===== src/rtl/cfgd_pkg.sv =====
package cfgd_pkg;

   typedef enum logic [1:0] {
      SZ_BYTE  = 2'd0,
      SZ_WORD  = 2'd1,
      SZ_DWORD = 2'd2,
      SZ_RSVD  = 2'd3
   } xfer_size_e;

   localparam int unsigned WORD_W = 32;

   // Code 3 is served as a full dword.
   function automatic logic [1:0] norm_size(input logic [1:0] s);
      return (s == SZ_RSVD) ? SZ_DWORD : s;
   endfunction

   // Ones in the byte lanes that an access of size s covers.
   function automatic logic [WORD_W-1:0] lane_mask(input logic [1:0] s);
      logic [WORD_W-1:0] m;
      case (s)
         SZ_BYTE: m = 32'h0000_00FF;
         SZ_WORD: m = 32'h0000_FFFF;
         default: m = 32'hFFFF_FFFF;
      endcase
      return m;
   endfunction

endpackage


===== src/rtl/cfgd_addr_reg.sv =====
module cfgd_addr_reg #(
   parameter int unsigned DW = 32
) (
   input  logic          clk,
   input  logic          rst_n,
   input  logic          wr_en,
   input  logic [DW-1:0] wdata,
   output logic [DW-1:0] lat_q,
   output logic          fld_en,
   output logic [7:0]    fld_bus,
   output logic [7:0]    fld_devfn,
   output logic [5:0]    fld_dword,
   output logic [1:0]    fld_low
);
   localparam int unsigned EN_BIT  = DW - 1;
   localparam int unsigned BUS_LSB = 16;
   localparam int unsigned DF_LSB  = 8;
   localparam int unsigned DW_LSB  = 2;

   always_ff @(posedge clk or negedge rst_n) begin
      if (!rst_n) lat_q <= '0;
      else if (wr_en) lat_q <= wdata;
   end

   assign fld_en    = lat_q[EN_BIT];
   assign fld_bus   = lat_q[BUS_LSB +: 8];
   assign fld_devfn = lat_q[DF_LSB +: 8];
   assign fld_dword = lat_q[DW_LSB +: 6];
   assign fld_low   = lat_q[1:0];
endmodule


===== src/rtl/cfgd_cycle_gen.sv =====
module cfgd_cycle_gen #(
   parameter int unsigned NUM_SLOTS = 256,
   parameter int unsigned DW        = 32
) (
   input  logic                 clk,
   input  logic                 rst_n,
   input  logic                 issue_rd,
   input  logic                 issue_wr,
   input  logic [7:0]           devfn,
   input  logic [7:0]           offset,
   input  logic [1:0]           size,
   input  logic [DW-1:0]        wdata,
   output logic                 rd_stb,
   output logic                 wr_stb,
   output logic [7:0]           devfn_q,
   output logic [7:0]           offset_q,
   output logic [1:0]           size_q,
   output logic [DW-1:0]        wdata_q,
   output logic [NUM_SLOTS-1:0] slot_sel
);
   logic active;

   always_ff @(posedge clk or negedge rst_n) begin
      if (!rst_n) begin
         rd_stb   <= 1'b0;
         wr_stb   <= 1'b0;
         devfn_q  <= '0;
         offset_q <= '0;
         size_q   <= '0;
         wdata_q  <= '0;
      end else begin
         rd_stb <= issue_rd;
         wr_stb <= issue_wr;
         if (issue_rd || issue_wr) begin
            devfn_q  <= devfn;
            offset_q <= offset;
            size_q   <= size;
            wdata_q  <= wdata;
         end
      end
   end

   assign active = rd_stb | wr_stb;

   for (genvar s = 0; s < NUM_SLOTS; s++) begin : g_sel
      assign slot_sel[s] = active && (devfn_q == 8'(s));
   end
endmodule


===== src/rtl/cfgd_rd_return.sv =====
module cfgd_rd_return
   import cfgd_pkg::*;
#(
   parameter int unsigned DW = 32
) (
   input  logic          clk,
   input  logic          rst_n,
   input  logic          take_cfg,
   input  logic          take_fixed,
   input  logic [DW-1:0] fixed_val,
   input  logic [1:0]    size,
   input  logic [1:0]    lane,
   input  logic [DW-1:0] cfg_rdata,
   input  logic          cfg_present,
   output logic          rvalid,
   output logic [DW-1:0] rdata
);
   logic          s1_cfg, s1_fixed;
   logic [DW-1:0] s1_val;
   logic [1:0]    s1_size, s1_lane;
   logic [DW-1:0] aligned;

   always_ff @(posedge clk or negedge rst_n) begin
      if (!rst_n) begin
         s1_cfg   <= 1'b0;
         s1_fixed <= 1'b0;
         s1_val   <= '0;
         s1_size  <= '0;
         s1_lane  <= '0;
      end else begin
         s1_cfg   <= take_cfg;
         s1_fixed <= take_fixed;
         if (take_cfg || take_fixed) begin
            s1_val  <= fixed_val;
            s1_size <= size;
            s1_lane <= lane;
         end
      end
   end

   assign aligned = (cfg_rdata >> {s1_lane, 3'b000}) & lane_mask(s1_size);

   always_ff @(posedge clk or negedge rst_n) begin
      if (!rst_n) begin
         rvalid <= 1'b0;
         rdata  <= '0;
      end else begin
         rvalid <= s1_cfg | s1_fixed;
         if (s1_cfg)
            rdata <= cfg_present ? aligned : lane_mask(s1_size);
         else if (s1_fixed)
            rdata <= s1_val;
      end
   end
endmodule


===== src/rtl/cfg_port_decoder.sv =====
module cfg_port_decoder
   import cfgd_pkg::*;
#(
   parameter int unsigned     IO_AW      = 16,
   parameter int unsigned     DW         = 32,
   parameter int unsigned     NUM_SLOTS  = 256,
   parameter logic [IO_AW-1:0] APORT_BASE = 16'hCF8,
   parameter logic [IO_AW-1:0] DPORT_BASE = 16'hCFC
) (
   input  logic                 clk,
   input  logic                 rst_n,
   input  logic                 host_valid,
   input  logic                 host_write,
   input  logic [IO_AW-1:0]     host_addr,
   input  logic [1:0]           host_size,
   input  logic [DW-1:0]        host_wdata,
   output logic                 host_rvalid,
   output logic [DW-1:0]        host_rdata,
   output logic                 cfg_rd_stb,
   output logic                 cfg_wr_stb,
   output logic [NUM_SLOTS-1:0] cfg_slot_sel,
   output logic [7:0]           cfg_devfn,
   output logic [7:0]           cfg_offset,
   output logic [1:0]           cfg_size,
   output logic [DW-1:0]        cfg_wdata,
   input  logic [DW-1:0]        cfg_rdata,
   input  logic                 cfg_present
);
   localparam int unsigned PORT_LSB = 2;

   if (DW != WORD_W) begin : g_bad_dw
      $error("cfg_port_decoder: DW must be 32");
   end
   if (NUM_SLOTS < 1 || NUM_SLOTS > 256) begin : g_bad_slots
      $error("cfg_port_decoder: NUM_SLOTS must be 1..256");
   end
   if (APORT_BASE[1:0] != 2'b00 || DPORT_BASE[1:0] != 2'b00) begin : g_bad_base
      $error("cfg_port_decoder: port bases must be 4-byte aligned");
   end

   logic [DW-1:0] lat_q;
   logic          fld_en;
   logic [7:0]    fld_bus, fld_devfn;
   logic [5:0]    fld_dword;
   logic [1:0]    fld_low;
   logic          in_aport, in_dport, is_dword, cyc_ok, slot_ok;
   logic [1:0]    sz;
   logic          aport_wr, aport_rd, issue_rd, issue_wr, take_fixed;
   logic [DW-1:0] fixed_val;

   assign in_aport = host_addr[IO_AW-1:PORT_LSB] == APORT_BASE[IO_AW-1:PORT_LSB];
   assign in_dport = host_addr[IO_AW-1:PORT_LSB] == DPORT_BASE[IO_AW-1:PORT_LSB];
   assign sz       = norm_size(host_size);
   assign is_dword = (sz == SZ_DWORD);

   assign aport_wr = host_valid && host_write && in_aport && is_dword;
   assign aport_rd = host_valid && !host_write && in_aport;

   cfgd_addr_reg #(.DW(DW)) addr_i (
      .clk       (clk),
      .rst_n     (rst_n),
      .wr_en     (aport_wr),
      .wdata     (host_wdata),
      .lat_q     (lat_q),
      .fld_en    (fld_en),
      .fld_bus   (fld_bus),
      .fld_devfn (fld_devfn),
      .fld_dword (fld_dword),
      .fld_low   (fld_low)
   );

   assign slot_ok  = 9'(fld_devfn) < 9'(NUM_SLOTS);
   assign cyc_ok   = fld_en && (fld_low == 2'b00) && (fld_bus == 8'h00) && slot_ok;
   assign issue_rd = host_valid && in_dport && !host_write && cyc_ok;
   assign issue_wr = host_valid && in_dport &&  host_write && cyc_ok;

   assign take_fixed = aport_rd || (host_valid && in_dport && !host_write && !cyc_ok);
   assign fixed_val  = (aport_rd && is_dword) ? lat_q : lane_mask(sz);

   cfgd_cycle_gen #(.NUM_SLOTS(NUM_SLOTS), .DW(DW)) cyc_i (
      .clk      (clk),
      .rst_n    (rst_n),
      .issue_rd (issue_rd),
      .issue_wr (issue_wr),
      .devfn    (fld_devfn),
      .offset   ({fld_dword, host_addr[1:0]}),
      .size     (sz),
      .wdata    (host_wdata),
      .rd_stb   (cfg_rd_stb),
      .wr_stb   (cfg_wr_stb),
      .devfn_q  (cfg_devfn),
      .offset_q (cfg_offset),
      .size_q   (cfg_size),
      .wdata_q  (cfg_wdata),
      .slot_sel (cfg_slot_sel)
   );

   cfgd_rd_return #(.DW(DW)) ret_i (
      .clk         (clk),
      .rst_n       (rst_n),
      .take_cfg    (issue_rd),
      .take_fixed  (take_fixed),
      .fixed_val   (fixed_val),
      .size        (sz),
      .lane        (host_addr[1:0]),
      .cfg_rdata   (cfg_rdata),
      .cfg_present (cfg_present),
      .rvalid      (host_rvalid),
      .rdata       (host_rdata)
   );
endmodule


===== config.mk =====
export PLATFORM = sky130hd
export DESIGN_NAME = cfg_port_decoder
export DESIGN_NICKNAME = d
export VERILOG_FILES = /design/src/rtl/cfgd_pkg.sv /design/src/rtl/cfgd_addr_reg.sv /design/src/rtl/cfgd_cycle_gen.sv /design/src/rtl/cfgd_rd_return.sv /design/src/rtl/cfg_port_decoder.sv
export SDC_FILE = /design/constraint.sdc
export NUM_CORES = 1
export LEC_CHECK = 0
export BUFFER_PORTS_ARGS = -buffer_cell sky130_fd_sc_hd__buf_2
export CORE_AREA = 2 2 165 167
export CTS_BUF_LIST = sky130_fd_sc_hd__clkbuf_4
export DETAILED_ROUTE_END_ITERATION = 7
export DIE_AREA = 0 0 167 169
export PLACE_DENSITY = 0.62
export SYNTH_ARGS = -nofsm -noshare
export SYNTH_HDL_FRONTEND = slang
export SYNTH_SLANG_ARGS = --single-unit

===== constraint.sdc =====
create_clock -name clk -period 4.8 [get_ports clk]
set_input_delay 0.48 -clock clk [delete_from_list [all_inputs] [get_ports clk]]
set_output_delay 0.48 -clock clk [all_outputs]
set_load 0.03 [all_outputs]

==> flow_metrics.py, run 1 <==
metrics = {
    "synth": {
        "ys_warn_count": 0,
        "syn_avg_cell_area_um2": 8.91,
        "ys_types": 37,
        "synthCells": 929,
        "synthArstFlopShare_pct": 100,
        "ys_top_cells_by_count": "nor2_1 (291), dfrtp_1 (154), mux2_1 (80), a21oi_1 (56), clkbuf_1 (56)",
        "synth_top_area_cell": "dfrtp_1",
        "yosysTopAreaCellShare_pct": 46.5,
        "synth_nets": 1016,
        "synth_edf_count": 0,
        "ys_ff_latch": 154,
        "synth_top_flop_cell": "dfrtp_1",
        "synth_seq_area_share_pct": 46.5,
        "synth_area_um2": 8280,
        "yosysMostFrequentCell": "nor2_1",
        "synthTopCellsByArea": "dfrtp_1 (47%), nor2_1 (13%), mux2_1 (11%), mux2i_1 (4.8%), a21oi_1 (3.4%)",
    },
    "setup_path": {
        "worstPathArrival_ps": 3140,
        "worstSetupPathType": "reg2out",
        "worstSetupStartpointType": "register",
        "reg2reg_to": "cyc_i.devfn_q[3]",
        "reg2reg_from": "addr_i.lat_q[23]",
        "r2r_cells": 4,
        "required_ps": 4320,
        "crit_path_end_kind": "primary output",
        "critPathMaxFanout": 14,
        "reg2reg_slack_ps": 2300,
    },
    "grt": {
        "antenna_found_initial": 5,
        "top_usage_layer": "met2",
        "grt_max_degree": 119,
        "grt_pass1_wl_um": 47500,
        "grt_usage_pct": 21.9,
        "grt_pass1_vias": 7696,
        "grt_use_met1_pct": 31.7,
        "grt.overflow.total": 0,
        "use_met3_pct": 5.99,
        "use_met2_pct": 32.0,
    },
    "timing": {
        "clock-skew-final_ps": 15.3,
        "hold_viol_final": 0,
        "tightest_slew_ps": 1140,
        "hold-worst-slack_ps": 58.8,
        "rsz0062_at_grt": "no",
        "finalCritPeriodShare_pct": 75.5,
        "layout_setup_ws_ps": 1180,
        "maxSlewHeadroom_pct": 23.5,
        "slew_viol_final": 0,
        "min_period_ps": 3620,
        "fmax_ghz": 0.276,
        "finalSetupViolations": 0,
        "tns_ps": 0,
    },
    "outcome": {
        "status": "finished clean",
    },
    "final_layout": {
        "drive_gt1_share_pct": 36.6,
        "num-fill-cells": 2746,
        "nets": 1388,
        "area_growth_pct": 30.3,
        "layout.cells.non_filler": 1657,
        "final_core_util_pct": 40.7,
        "regArea_um2": 3850,
        "multi_input_area_um2": 3940,
    },
    "clock_tree": {
        "hold_buffers": 0,
        "cts.sinks": 154,
        "clock-root-buffer": "clkbuf_4",
        "post_cts_buffers": 0,
        "post_cts_resized": 0,
        "htreeDepth": 4,
        "clk_pin_slew_ps": 110,
        "insertion_delay_ps": 550,
        "clk_path_buf_depth": 2,
        "cts_tree": "yes",
        "cts_buffers": 17,
    },
    "detailed_routing": {
        "first_pass_iters": 6,
        "remaining_drc_errors": 0,
        "drt-vias-per-instance": 5.10,
        "final_antenna_net_count": 0,
        "wirelength_um": 32600,
        "vias": 8451,
        "drtIter0Drc": 787,
        "wl_per_cell_um": 19.7,
    },
    "place": {
        "placed_cells": 1623,
        "gp_congestion": 0.883,
        "pre_cts_slack_ps": 1360,
        "port_buffers": 427,
        "dp_hpwl_um": 25000,
    },
    "power_and_ir_drop": {
        "peakVddDrop_uv": 189,
        "leakagePower_nw": 5.85,
        "power_density_nw_per_um2": 202,
    },
    "floorplan": {
        "ioPinCount": 428,
        "die_h_um": 169,
        "dieArea_um2": 28200,
        "rows": 60,
        "core_um2": 26500,
        "start_util_pct": 31.3,
        "die_w_um": 167,
    },
    "job": {
        "cap_violations": 0,
    },
    "min_path": {
        "hold_path.class": "in2async",
    },
}
placed cells by master, fill, tap and decap left out, types with 13 or more instances in the layout:
master,instances
a21oi_1,56
buf_2,426
clkbuf_4,17
dfrtp_1,154
inv_1,26
mux2_1,80
mux2_2,13
mux2i_1,40
nand2_1,41
nand3_1,20
nor2_1,291
nor2b_1,19
o21ai_0,33
o22a_1,18
flip-flops by register name, indices dropped and copies added, names as in the netlist, 2 cells and up:
register,cells
cyc_i.devfn_q,8
ret_i.s1_size,2
ret_i.s1_lane,2
ret_i.rdata,32
addr_i.lat_q,32
ret_i.s1_val,32
cyc_i.offset_q,8
cyc_i.size_q,2
cyc_i.wdata_q,32
cells by family after synthesis:
kind of cell | after synthesis | synth area share (%)
simple gates | 402 | 20.5
flops | 154 | 46.5
mux | 133 | 17.5
compound gates | 131 | 9.49
buf+inv | 109 | 5.97
final cells by class:
type / count / area share [%]
tap: 341 / 3.96
timing repair buffer: 435 / 20.4
inverter: 27 / 0.939
antenna: 3 / 0.0696
sequential: 154 / 35.7
multi-input combinational: 666 / 36.5
clock buffer: 17 / 1.18
clock inverter: 14 / 1.22
worst max-delay path, stage by stage, from the launching register on:
cell     delay [ps]
dfrtp_1         620
nor2b_1         490
nand4_1         870
nor2_1          330
buf_2           280
per-layer routing:
layer	up-vias	share of wire [%]
met5	-	0.040
met2	461	43
li1	3850	-
met4	2	2.3
met3	66	9.0
met1	4072	45
how the worst max path moves through the flow:
stage                      from                end  slack, ps  cells past startpoint
5_1_grt        cyc_i.devfn_q[0]  cfg_slot_sel[189]        920                      4
3_3_place_gp      host_addr[13]  cyc_i.offset_q[0]       1380                      6
3_5_place_dp      host_addr[13]  cyc_i.wdata_q[22]       1360                      6
4_1_cts        cyc_i.devfn_q[1]  cfg_slot_sel[206]       1150                      4
6_report       cyc_i.devfn_q[2]  cfg_slot_sel[151]       1180                      4
2_1_floorplan      ret_i.s1_cfg   cfg_slot_sel[12]       2150                      5
metrics by stage:
stage	area, um^2	total power [mW]
2_1_floorplan	8280	1.36
3_3_place_gp	10500	1.45
3_5_place_dp	10500	1.45
4_1_cts	10800	2.21
5_1_grt	10800	2.27
6_report	10800	2.18
power by group:
part | total [mW] | internal [mW] | switching, mW | leakage [nW]
sequential | 1.30 | 1.30 | 0.000828 | 1.94
combinational | 0.121 | 0.0427 | 0.0787 | 3.79
clock | 0.760 | 0.297 | 0.462 | 0.126
No activity file was read; power rests on OpenSTA's default activity.
==> inputs of run 2 (changes only) <==
- CORE_AREA: 2 2 165 167 -> 2 2 167 169
- DIE_AREA: 0 0 167 169 -> 0 0 169 171
- PLACE_DENSITY: 0.62 -> 0.61
- clock period: 4.8 -> 3.7 ns (I/O delays scaled with it)
==> flow_metrics.py, run 2 (same netlist as run 1, synthesis figures left out) <==
metrics = {
    "final_layout": {
        "layout.cells.non_filler": 1685,
        "area_growth_pct": 33.4,
        "layout_commonest_cell": "buf_2",
        "drive_gt1_share_pct": 36.8,
        "mostFrequentLayoutCells": "buf_2 (426), nor2_1 (291), dfrtp_1 (154)",
        "final_core_util_pct": 40.4,
        "nets": 1412,
    },
    "clock_tree": {
        "post_cts_resized": 0,
        "post_cts_buffers": 0,
        "cts.sinks": 154,
        "insertion_delay_ps": 560,
        "cts_tree": "yes",
        "hold_buffers": 15,
        "cts_buffers": 17,
        "clock-root-buffer": "clkbuf_4",
        "clk_pin_slew_ps": 140,
        "clk_path_buf_depth": 2,
        "htreeDepth": 4,
    },
    "grt": {
        "grt_pass1_vias": 7306,
        "grt_usage_pct": 21.2,
        "grt_pass1_wl_um": 46600,
        "antenna_found_initial": 1,
        "grt.overflow.total": 0,
        "grt_max_degree": 155,
    },
    "timing": {
        "hold_viol_final": 0,
        "maxSlewHeadroom_pct": 22.1,
        "min_period_ps": 3340,
        "rsz0062_at_grt": "no",
        "tns_ps": 0,
        "tightest_slew_ps": 1160,
        "slew_viol_final": 0,
        "finalCritPeriodShare_pct": 90.3,
        "clock-skew-final_ps": 24.5,
        "fmax_ghz": 0.299,
        "finalSetupViolations": 0,
    },
    "power_and_ir_drop": {
        "p_sw_mw": 0.771,
        "power_density_nw_per_um2": 261,
        "swShare_pct": 26.7,
        "internal_power_mw": 2.11,
        "peakVddDrop_uv": 183,
        "power_frac_clock_pct": 35.4,
        "leakagePower_nw": 5.99,
        "p_seq_share_pct": 58.5,
        "p_total_mw": 2.88,
        "p_comb_share_pct": 6.1,
    },
    "place": {
        "placed_cells": 1634,
        "port_buffers": 427,
        "gp_congestion": 0.872,
        "dp_hpwl_um": 24900,
    },
    "setup_path": {
        "startpoint": "cyc_i.devfn_q[3]",
        "worstSetupPathType": "reg2out",
        "worstPathArrival_ps": 2970,
        "crit_path_end_kind": "primary output",
        "critPathMaxFanout": 14,
        "required_ps": 3330,
        "worstSetupStartpointType": "register",
        "reg2reg_from": "ret_i.s1_lane[1]",
    },
    "outcome": {
        "status": "finished clean",
    },
    "min_path": {
        "hp-start": "host_wdata[27]",
        "hold_path.class": "in2reg",
    },
    "floorplan": {
        "rows": 61,
        "dieArea_um2": 28900,
        "ioPinCount": 428,
        "die_w_um": 169,
        "core_um2": 27300,
        "start_util_pct": 30.3,
        "die_h_um": 171,
    },
    "detailed_routing": {
        "remaining_drc_errors": 0,
        "first_pass_iters": 5,
        "drtIter0Drc": 862,
        "final_antenna_net_count": 0,
        "wirelength_um": 32800,
        "vias": 8511,
        "wl_per_cell_um": 19.4,
        "drt-vias-per-instance": 5.05,
    },
    "job": {
        "cap_violations": 0,
    },
}
==> run 2: changes by cell type in the layout (fill, tap and decap cells not counted), moves of 4 or more <==
cell           delta
dlygate4sd3_1    +18
clkinvlp_4        -4
buf_4             +4
clkinv_1          -4
inv_6             +6
==> run 2: area by class of cell <==
class	instances	area [um^2]
tap	346	433
clock buffer	18	135
inverter	27	101
sequential	154	3850
antenna	1	2.50
fill	2770	16300
timing repair buffer	459	2450
clock inverter	14	134
multi-input combinational	666	3940
==> run 2: final timing paths <==
path | endpoint | slack, ps | depth (start not counted)
worst max-delay path | cfg_slot_sel[217] | 360 | 4
worst min-delay path | cyc_i.wdata_q[27] | 50 | 2
worst max register to register | ret_i.rdata[24] | 1460 | 4
worst min register to register | cyc_i.wdata_q[23] | 500 | 1
max in group asynchronous | ret_i.s1_val[3] | 2570 | 3
min in group asynchronous | cyc_i.wdata_q[23] | 470 | 3
==> run 2: per-layer routing <==
layer / up-vias / global-route usage [%] / share of wire (%)
met3: 36 / 5.44 / 9.1
met5: - / 0 / 0
met2: 466 / 30.8 / 43
met1: 4118 / 31.5 / 46
li1: 3891 / - / -
met4: 0 / 4.72 / 1.4
==> run 2: worst max-delay path: stages, from the launching register on <==
cell and delay (ps):
dfrtp_1 620, nor2b_1 530, nand3_1 740, nor2_1 280, buf_2 230
==> run 2: power by group through the flow <==
stage | registers (mW) | clock network, mW | logic, mW
after global routing | 1.69 | 1.12 | 0.194
after floorplan | 1.72 | 0 | 0.0432
after detailed placement | 1.72 | 0 | 0.161
final | 1.69 | 1.02 | 0.175
after global placement | 1.72 | 0 | 0.161
after CTS | 1.69 | 1.05 | 0.174
==> run 2: per-stage QoR <==
step | worst slack (ps) | instance area, um^2 | hold slack, ps
floorplan | 1160 | 8280 | 74.4
global placement | 770 | 10600 | 464
detailed placement | 731 | 10600 | 469
CTS | 433 | 11000 | 0.0863
global route | 124 | 11000 | 0.732
finish | 359 | 11000 | 46.4
==> inputs of run 3 (changes only) <==
- HOLD_SLACK_MARGIN: not set -> 0.05
==> flow_metrics.py, run 3 (same netlist as run 1, synthesis figures left out) <==
metrics = {
    "final_layout": {
        "nets": 1430,
        "area_growth_pct": 35.6,
        "num-fill-cells": 2750,
        "drive_gt1_share_pct": 36.3,
        "mostFrequentLayoutCells": "buf_2 (426), nor2_1 (291), dfrtp_1 (154)",
        "layout_commonest_cell": "buf_2",
    },
    "detailed_routing": {
        "vias": 8529,
        "wirelength_um": 32900,
        "first_pass_iters": 5,
        "final_antenna_net_count": 0,
        "remaining_drc_errors": 0,
        "drt-vias-per-instance": 5.01,
        "wl_per_cell_um": 19.3,
        "drtIter0Drc": 921,
    },
    "setup_path": {
        "startpoint": "cyc_i.devfn_q[1]",
        "critPathMaxFanout": 14,
        "cpMaxStageDelayCell": "nand3_1",
        "worstSetupStartpointType": "register",
        "reg2reg_slack_ps": 1430,
        "reg2reg_to": "ret_i.rdata[24]",
        "crit_path_end": "cfg_slot_sel[166]",
        "r2r_cells": 4,
        "crit_path_end_kind": "primary output",
        "worstSetupPathType": "reg2out",
        "max_stage_delay_ps": 750,
        "path_cells": "nor2b_1, nand3_1, nor2_1, buf_2",
        "reg2reg_from": "ret_i.s1_lane[1]",
        "required_ps": 3330,
        "worstPathArrival_ps": 3010,
    },
    "timing": {
        "finalCritPeriodShare_pct": 91.4,
        "clock-skew-final_ps": 25.2,
        "slew_viol_final": 0,
        "layout_setup_ws_ps": 318,
        "finalSetupViolations": 0,
        "hold_viol_final": 0,
        "fmax_ghz": 0.296,
        "rsz0062_at_grt": "no",
        "min_period_ps": 3380,
        "tightest_slew_ps": 1140,
        "maxSlewHeadroom_pct": 23.6,
        "tns_ps": 0,
    },
    "floorplan": {
        "core_um2": 27300,
        "rows": 61,
        "dieArea_um2": 28900,
        "start_util_pct": 30.3,
        "ioPinCount": 428,
        "die_h_um": 171,
        "die_w_um": 169,
    },
    "grt": {
        "grt_pass1_wl_um": 47000,
        "use_met2_pct": 31.4,
        "use_met3_pct": 5.53,
        "top_usage_layer": "met2",
        "grt_usage_pct": 21.3,
        "grt_pass1_vias": 7405,
        "grt_use_met1_pct": 31.4,
        "grt_max_degree": 155,
        "antenna_found_initial": 1,
        "grt.overflow.total": 0,
    },
    "place": {
        "port_buffers": 427,
        "dp_hpwl_um": 24900,
        "gp_congestion": 0.872,
        "pre_cts_slack_ps": 731,
    },
    "outcome": {
        "status": "finished clean",
    },
    "clock_tree": {
        "post_cts_resized": 0,
        "insertion_delay_ps": 570,
        "cts.sinks": 154,
        "clock-root-buffer": "clkbuf_4",
        "clk_pin_slew_ps": 140,
        "clk_path_buf_depth": 2,
        "cts_buffers": 17,
        "cts_tree": "yes",
        "htreeDepth": 4,
    },
    "job": {
        "cap_violations": 0,
    },
    "power_and_ir_drop": {
        "power_density_nw_per_um2": 259,
        "leakagePower_nw": 6.06,
        "peakVddDrop_uv": 186,
    },
    "min_path": {
        "hold_path.class": "in2reg",
    },
}
==> run 3: cell count changes in the layout (fill, tap and decap cells not counted), sizes merged <==
cell         change
dlygate4sd3     +18
==> run 3: what timing repair did <==
| action | in CTS | in global routing |
|---|---|---|
| setup buffers | 0 | 0 |
| setup endpoints to repair | 0 | 0 |
| hold endpoints to repair | 223 | 0 |
| hold buffers | 36 | 0 |
==> run 3: worst max-delay path, delay by kind of cell, from the launching register on <==
family,cells,cell delay (ps)
buffers and inverters,1,240
flip-flops,1,610
AND/OR/NAND/NOR,3,1590
==> run 3: final cells by class <==
class	count	area (um^2)	area share [%]
multi-input cells	666	3940	35.1
flip-flops and latches	154	3850	34.3
repair buffers	477	2630	23.5
well taps	346	433	3.86
clock buffers	18	135	1.20
clock inverters	14	134	1.19
inverters	27	101	0.903
diodes	1	2.50	0.0223
==> run 3: report_power, final <==
group          switching, mW  total (mW)  leakage (nW)  internal, mW
sequential           0.00117        1.69          1.94          1.68
combinational          0.109       0.190          3.97        0.0816
clock                  0.670        1.03         0.151         0.358
total                  0.780        2.90          6.06          2.12
==> run 3: through the flow <==
| step | total power [mW] | util, % | cell area (um^2) | hold slack [ps] | cells |
|---|---|---|---|---|---|
| global route | 3.02 | 41.1 | 11200 | 106 | 1703 |
| finish | 2.90 | 41.1 | 11200 | 129 | 1703 |
| floorplan | 1.76 | - | 8280 | 74.4 | 929 |
| global placement | 1.88 | 38.8 | 10600 | 464 | 1634 |
| detailed placement | 1.88 | 38.8 | 10600 | 469 | 1634 |
| CTS | 2.93 | 41.1 | 11200 | 101 | 1702 |
==> run 3: worst min path at each step <==
stage | from | to | slack, ps | cells past startpoint
floorplan | rst_n | addr_i.lat_q[0] | 70 | 0
global placement | ret_i.rdata[30] | ret_i.rdata[30] | 460 | 2
detailed placement | cyc_i.wdata_q[1] | cyc_i.wdata_q[1] | 470 | 1
CTS | cfg_rdata[28] | ret_i.rdata[28] | 100 | 3
global route | cfg_rdata[28] | ret_i.rdata[28] | 110 | 3
finish | cfg_rdata[29] | ret_i.rdata[29] | 130 | 3
==> run 3: routing by layer <==
layer	up-vias	part of all wire [%]
met2	459	44
met4	0	1.4
met3	42	9.5
li1	3936	-
met1	4092	46
met5	-	0
